### src/rtl/l2irq_pkg.sv
package l2irq_pkg;
  localparam int unsigned WordW = 32;
  typedef logic [WordW-1:0] word_t;
endpackage

### src/rtl/l2irq_regs.sv
module l2irq_regs
  import l2irq_pkg::*;
#(
  parameter int unsigned      NW    = 2,
  parameter logic [NW*32-1:0] WIRED = '1
) (
  input  logic             clk_i,
  input  logic             rst_ni,
  input  logic             req_i,
  input  logic             we_i,
  input  logic [1:0]       addr_i,
  input  word_t            wdata_i,
  input  logic [NW*32-1:0] status_i,
  output logic [NW*32-1:0] en_o,
  output word_t            rdata_o
);
  word_t en_q [NW];

  for (genvar w = 0; w < NW; w++) begin : g_word
    logic wr_en;
    assign wr_en = req_i && we_i && !addr_i[0] && (addr_i[1] == 1'(w));
    always_ff @(posedge clk_i or negedge rst_ni) begin
      if (!rst_ni)    en_q[w] <= '0;
      else if (wr_en) en_q[w] <= wdata_i & WIRED[w*WordW +: WordW];
    end
    assign en_o[w*WordW +: WordW] = en_q[w];
  end

  always_comb begin
    rdata_o = '0;
    for (int w = 0; w < NW; w++) begin
      if (addr_i[1] == 1'(w))
        rdata_o = addr_i[0] ? status_i[w*WordW +: WordW] : en_q[w];
    end
  end
endmodule

### src/rtl/l2irq_route.sv
module l2irq_route
  import l2irq_pkg::*;
#(
  parameter int unsigned         NW       = 2,
  parameter int unsigned         NP       = 2,
  parameter logic [NP*NW*32-1:0] MAP_MASK = '0,
  parameter logic [NW*32-1:0]    FWD_MASK = '0,
  parameter bit                  WAKE_EN  = 1'b1
) (
  input  logic             clk_i,
  input  logic             rst_ni,
  input  logic [NW*32-1:0] status_i,
  input  logic [NW*32-1:0] en_i,
  output logic [NP-1:0]    parent_irq_o,
  output logic             wake_o
);
  localparam int unsigned SrcW = NW * WordW;

  logic [SrcW-1:0] live;
  logic [NP-1:0]   hit;

  assign live = status_i & en_i & ~FWD_MASK;

  // parent k owns a contiguous SrcW slice, word 0 in the low bits
  for (genvar k = 0; k < NP; k++) begin : g_par
    assign hit[k] = |(live & MAP_MASK[k*SrcW +: SrcW]);
  end

  always_ff @(posedge clk_i or negedge rst_ni) begin
    if (!rst_ni) parent_irq_o <= '0;
    else         parent_irq_o <= hit;
  end

  if (WAKE_EN) begin : g_wake
    always_ff @(posedge clk_i or negedge rst_ni) begin
      if (!rst_ni) wake_o <= 1'b0;
      else         wake_o <= |live;
    end
  end else begin : g_nowake
    assign wake_o = 1'b0;
  end
endmodule

### src/rtl/l2irq_top.sv
module l2irq_top
  import l2irq_pkg::*;
#(
  parameter int unsigned         NW       = 2,
  parameter int unsigned         NP       = 2,
  parameter logic [NW*32-1:0]    WIRED    = '1,
  parameter logic [NP*NW*32-1:0] MAP_MASK = {64'hFFFF_FFFF_0000_0000, 64'h0000_0000_FFFF_FFFF},
  parameter logic [NW*32-1:0]    FWD_MASK = '0,
  parameter bit                  WAKE_EN  = 1'b1
) (
  input  logic             clk_i,
  input  logic             rst_ni,
  input  logic [NW*32-1:0] src_i,
  input  logic             req_i,
  input  logic             we_i,
  input  logic [1:0]       addr_i,
  input  logic [31:0]      wdata_i,
  output logic [31:0]      rdata_o,
  output logic [NP-1:0]    parent_irq_o,
  output logic [NW*32-1:0] bypass_o,
  output logic             wake_o
);
  logic [NW*32-1:0] status;
  logic [NW*32-1:0] en_q;

  assign status   = src_i & WIRED;
  assign bypass_o = status & FWD_MASK;

  l2irq_regs #(.NW(NW), .WIRED(WIRED)) i_regs (
    .clk_i    (clk_i),
    .rst_ni   (rst_ni),
    .req_i    (req_i),
    .we_i     (we_i),
    .addr_i   (addr_i),
    .wdata_i  (wdata_i),
    .status_i (status),
    .en_o     (en_q),
    .rdata_o  (rdata_o)
  );

  l2irq_route #(
    .NW(NW), .NP(NP), .MAP_MASK(MAP_MASK), .FWD_MASK(FWD_MASK), .WAKE_EN(WAKE_EN)
  ) i_route (
    .clk_i        (clk_i),
    .rst_ni       (rst_ni),
    .status_i     (status),
    .en_i         (en_q),
    .parent_irq_o (parent_irq_o),
    .wake_o       (wake_o)
  );
endmodule

### config.mk
export PLATFORM = sky130hd
export DESIGN_NAME = l2irq_top
export DESIGN_NICKNAME = d
export VERILOG_FILES = /design/src/rtl/l2irq_pkg.sv /design/src/rtl/l2irq_regs.sv /design/src/rtl/l2irq_route.sv /design/src/rtl/l2irq_top.sv
export SDC_FILE = /design/constraint.sdc
export NUM_CORES = 1
export LEC_CHECK = 0
export BUFFER_PORTS_ARGS = -buffer_cell sky130_fd_sc_hd__buf_2
export CAP_MARGIN = 20
export CORE_MARGIN = 2
export CORE_UTILIZATION = 46
export CTS_CLUSTER_DIAMETER = 150
export DETAILED_ROUTE_END_ITERATION = 8
export GPL_TIMING_DRIVEN = 0
export PLACE_DENSITY = 0.8
export SETUP_SLACK_MARGIN = 0.2
export SLEW_MARGIN = 15
export SYNTH_ARGS = -nofsm -noshare
export SYNTH_HDL_FRONTEND = slang
export SYNTH_SLANG_ARGS = --single-unit
### constraint.sdc
create_clock -name clk_i -period 2.39 [get_ports clk_i]
set_clock_uncertainty 0.2 [all_clocks]
set_input_delay 0.239 -clock clk_i [delete_from_list [all_inputs] [get_ports clk_i]]
set_output_delay 0.239 -clock clk_i [all_outputs]
set_load 0.03 [all_outputs]
# --- Yosys cells after proc, flatten, opt, wreduce, memory -nomap -nowiden ---
# Index checks and enable logic that the tools add are counted.
classes:
  muxes: 3
  n_bitwise: 2
  n_reduce_logical: 8
ops:
  columns: ["operator", "count"]
  rows:
  - ["32-bit 2-to-1 mux", 3]
  - ["64-bit AND", 1]
  - ["32-bit OR reduction", 2]
  - ["64-bit OR reduction", 1]
  - ["1-bit logical AND", 4]
  - ["1-bit logical NOT", 1]
  - ["1-bit NOT", 1]
totals:
  register_bits: 67
  input_bits: 102
  output_inout_bits: 99
  elab_cells: 17

# --- Logic depth before layout (Yosys ltp) ---
logic_depth:
  ltp_word: 3
  ltp_mapped: 5
  mapped_depth_nobuf: 4

# --- Hierarchy ---
# A second synthesis with hierarchy kept.
hier_totals:
  hier_cells: 288
  area_unflattened_um2: 4222.8
modules_own_cells:
  columns: ["mod", "instances", "cells_each", "area_per_inst_um2", "seq_area_each_um2"]
  rows:
  - ["l2irq_regs", 1, 177, 3343.2, 1601.5]
  - ["l2irq_top", 1, 65, 484.2, 0.0]
  - ["l2irq_route", 1, 46, 395.4, 75.1]

# --- Least setup slack after synthesis ---
# No wires, ideal clock.
synth_timing:
  path_type: "input-to-output"
  startpoint: "in addr_i[0]"
  endpoint: "out rdata_o[3]"
  arrival_ps: 1447
  required_time_ps: 1951
  slack_ps: 504
  cell_stages: 3
  path_buffers: 2
  path_cell_list: "buf_2 -> buf_2 -> mux4_1"
synth_via:
  elab_chain_len: 2
  elab_cells_between_ends: 3
  classes_between: "mux: 3"
synth_rtl:
  columns: ["item", "line", "text"]
  rows:
  - ["start, declared", "l2irq_top.sv:16", "input logic [1:0] addr_i,"]
  - ["32-bit 2-to-1 mux", "l2irq_regs.sv:33", "rdata_o = addr_i[0] ? status_i[w*WordW +: WordW] : en_q[w];"]
  - ["32-bit 2-to-1 mux *", "l2irq_regs.sv:32", "if (addr_i[1] == 1'(w))"]
  - ["end, declared", "l2irq_top.sv:18", "output logic [31:0] rdata_o,"]
# Every way passes the cells marked *; elsewhere a longest branch is shown, timed or not.

# --- Final worst setup path ---
layout_timing:
  startpoint: "in addr_i[1]"
  endpoint: "out rdata_o[26]"
layout_via:
  elab_chain_len: 1
layout_rtl:
  columns: ["item", "line"]
  rows:
  - ["32-bit 2-to-1 mux", "l2irq_regs.sv:32"]
# Every way passes these cells.

==> impl_metrics.toml <==
[outcome]
status = "finished, final reports clean"

[sta]
rsz0062_at_grt = "false"
hold_viol = 0
period_share_pct = 89.7
drv_slew = 0
clock.fmax_mhz = 466
setup_viol = 0
min_period_ns = 2.14
worstMarginPinSlew_ns = 0.659
finalSetupTns_ns = 0
slew_headroom_pct = 56.1

[layout]
n_fill_cell = 651
area_growth_pct = 39.9
final_util_pct = 65.4
drive_above_1_share_pct = 59.3
instances_no_fill = 645
stdcell_area_mm2 = 0.00562
nets = 633

[route]
route.detailed.drc = 0
route.final.wire_length_um = 11600
route.met2.wl_um = 5810
dr.max_layer_used = "met4"
dr.pass1.iters = 4
avgRoutedWirePerCell_um = 17.9
drtIter0Drc = 178
wl_met3_um = 944
vias_per_cell = 5.12
num_vias = 3301
postRouteAntennaNets = 0
m1WireLength_um = 4650

[setup_path]
start_kind = "input pin"
critical-path-slowest-cell = "clkbuf_1"
worst_ep_arrival_time_ns = 1.70
path_class = "in -> out"
worstPathRequired_ns = 1.95
cp_common_cell = "clkbuf_1"
cpPeakStageDelay_ns = 0.56
cp-end-kind = "primary output"
cp_top_family = "buffers and inverters"
worst-path-buf-inv = 3
crit_chain = "clkbuf_1 -> clkbuf_1 -> mux4_2 -> buf_2"
crit_fanout = 10

[yosys]
netlist_instances = 289
synth-seq-cells = 67
synth_top_family_by_area = "multiplexers"
yosysUniqueCellTypes = 18
ys_seq_area_share_pct = 41.7
syn_area_per_cell_um2 = 13.9
synthMuxAreaShare_pct = 36.0
netlist_area_mm2 = 0.00402
synth-compound-area-share_pct = 6.23
yosys.area_share.simple_pct = 2.40
ys_warn_count = 0
yosys-top-cells-area = "dfrtp_1, mux4_2, mux2_2, buf_4, a22oi_1"
yosysTopAreaCell = "dfrtp_1"
yosysTopAreaCellShare_pct = 41.7
synth-xor-area-share_pct = 0
synthAdderAreaFrac_pct = 0

[clock_network]
cts-root-buf = "clkbuf_8"
cts_max_path_buffers = 2
cts_buffers = 9
clock_latency_ns = 0.34
postCtsSetupBuffers = 0
htree_levels = 3
cts_tree = "done"
path_clk_slew_ns = 0.08
clock_sinks = 67

[global_routing]
grt_pass1_wl_um = 17700
antenna_found_initial = 1
grt_start_max_net_pins = 52
overflow = 0
track_usage_pct = 24.3
grt_pass1_vias = 3461

[pwr]
peakVddDrop_uv = 524
power.leakage_nw = 2.75
power_density_mw_per_mm2 = 679
p_total_mw = 3.82

[floorplan]
die_y_um = 97.5
rows = 34
core_mm2 = 0.00859
start_util_pct = 46.8
fp.dieW_um = 97.5
io_pins = 201
die_area_mm2 = 0.00950

[placed_design]
numPlacedInstances = 595
hpwl_um = 8830
place_area_mm2 = 0.00509
port_buffers = 134
place_congestion = 0.875

[min_path]
hold_path.class = "in -> reg"

[run]
cap_violations = 0
layer usage:
metal,global-route usage [%],up-vias
met2,40.8,190
met4,8.12,0
met5,0,-
li1,-,1470
met1,31.4,1628
met3,5.54,13
repair_timing:
| item | CTS | global route |
|---|---|---|
| setup endpoints to repair | 7 | 0 |
| hold endpoints to repair | 131 | 0 |
| hold buffers | 33 | 0 |
| gates resized for setup | 2 | 0 |
synth_stat cells:
master / number
nor2_1: 1
clkbuf_1: 4
buf_2: 10
buf_4: 64
a22oi_2: 2
dfrtp_1: 67
or2_1: 1
mux4_2: 31
a22oi_1: 30
or4_4: 1
mux4_1: 1
nand2_1: 2
nand4_1: 8
nor3_2: 1
or4_1: 1
mux2_1: 7
conb_1: 1
mux2_2: 57
worst register-to-register path, stage by stage, from the launching register on:
cell,delay (ns)
dfrtp_1,0.39
a22oi_1,0.35
nand4_1,0.17
or4_1,0.55
or2_1,0.22
area by class of cell:
cell class / instances / area [um^2] / share of cell area (%)
Clock inverter: 5 / 52.6 / 0.935
Antenna cell: 1 / 2.50 / 0.0445
Sequential cell: 67 / 1680 / 29.8
Multi-Input combinational cell: 207 / 2030 / 36.2
Tap cell: 108 / 135 / 2.40
Buffer: 78 / 548 / 9.75
Clock buffer: 11 / 141 / 2.52
Timing Repair Buffer: 168 / 1030 / 18.3
worst paths after layout:
kind / startpoint / endpoint / slack (ns) / depth (start not counted)
setup reg to reg: i_regs.en_o[12] / i_route.wake_o / 0.41 / 4
setup / recovery: addr_i[1] / rdata_o[26] / 0.25 / 4
max in group asynchronous: rst_ni / i_regs.en_o[48] / 1.36 / 3
min in group asynchronous: rst_ni / i_regs.en_o[47] / 0.11 / 2
hold / removal: src_i[31] / i_route.parent_irq_o[0] / 0.09 / 4
hold reg to reg: i_regs.en_o[40] / i_regs.en_o[40] / 0.32 / 1
layout by cell type, fill, tap and decap left out:
cell type,n
or2_1,1
buf_16,1
diode_2,1
bufinv_16,1
buf_4,65
a22oi_1,30
clkinvlp_4,1
or4_4,1
nor3_2,1
or4_1,1
mux2_2,57
dfrtp_1,67
conb_1,64
clkbuf_8,10
clkbuf_1,3
clkinv_2,3
mux2_1,7
dlygate4sd3_1,33
mux4_1,1
nand4_1,8
a22oi_2,2
buf_2,143
nand2_1,2
mux4_2,31
clkbuf_2,2
nor2_1,1
stage by stage:
stage               hold WS, ns  setup slack, ns
global placement          0.271            0.154
global route              0.115            0.202
finish                   0.0867            0.246
detailed placement      -0.0742            0.160
floorplan                -0.257            0.504
CTS                      0.0783            0.275
sequential cells by signal (all words and copies together) (netlist names):
| name | cells |
|---|---|
| i_route.wake_o | 1 |
| i_regs.en_o | 64 |
| i_route.parent_irq_o | 2 |
power by group:
part / switching [mW] / internal (mW)
Sequential: 0.190 / 1.37
Clock: 0.426 / 0.505
Combinational: 0.674 / 0.645
Total: 1.29 / 2.53
cell families (layout without fill, tap and decap cells):
group / after synthesis / count (layout)
AOI/OAI and AO/OA: 32 / 32
buffers and inverters: 78 / 262
DFF: 67 / 67
muxes: 96 / 96
other: 1 / 65
and+or+nand+nor: 15 / 15
Note: power is estimated with default switching activity, not from simulation.
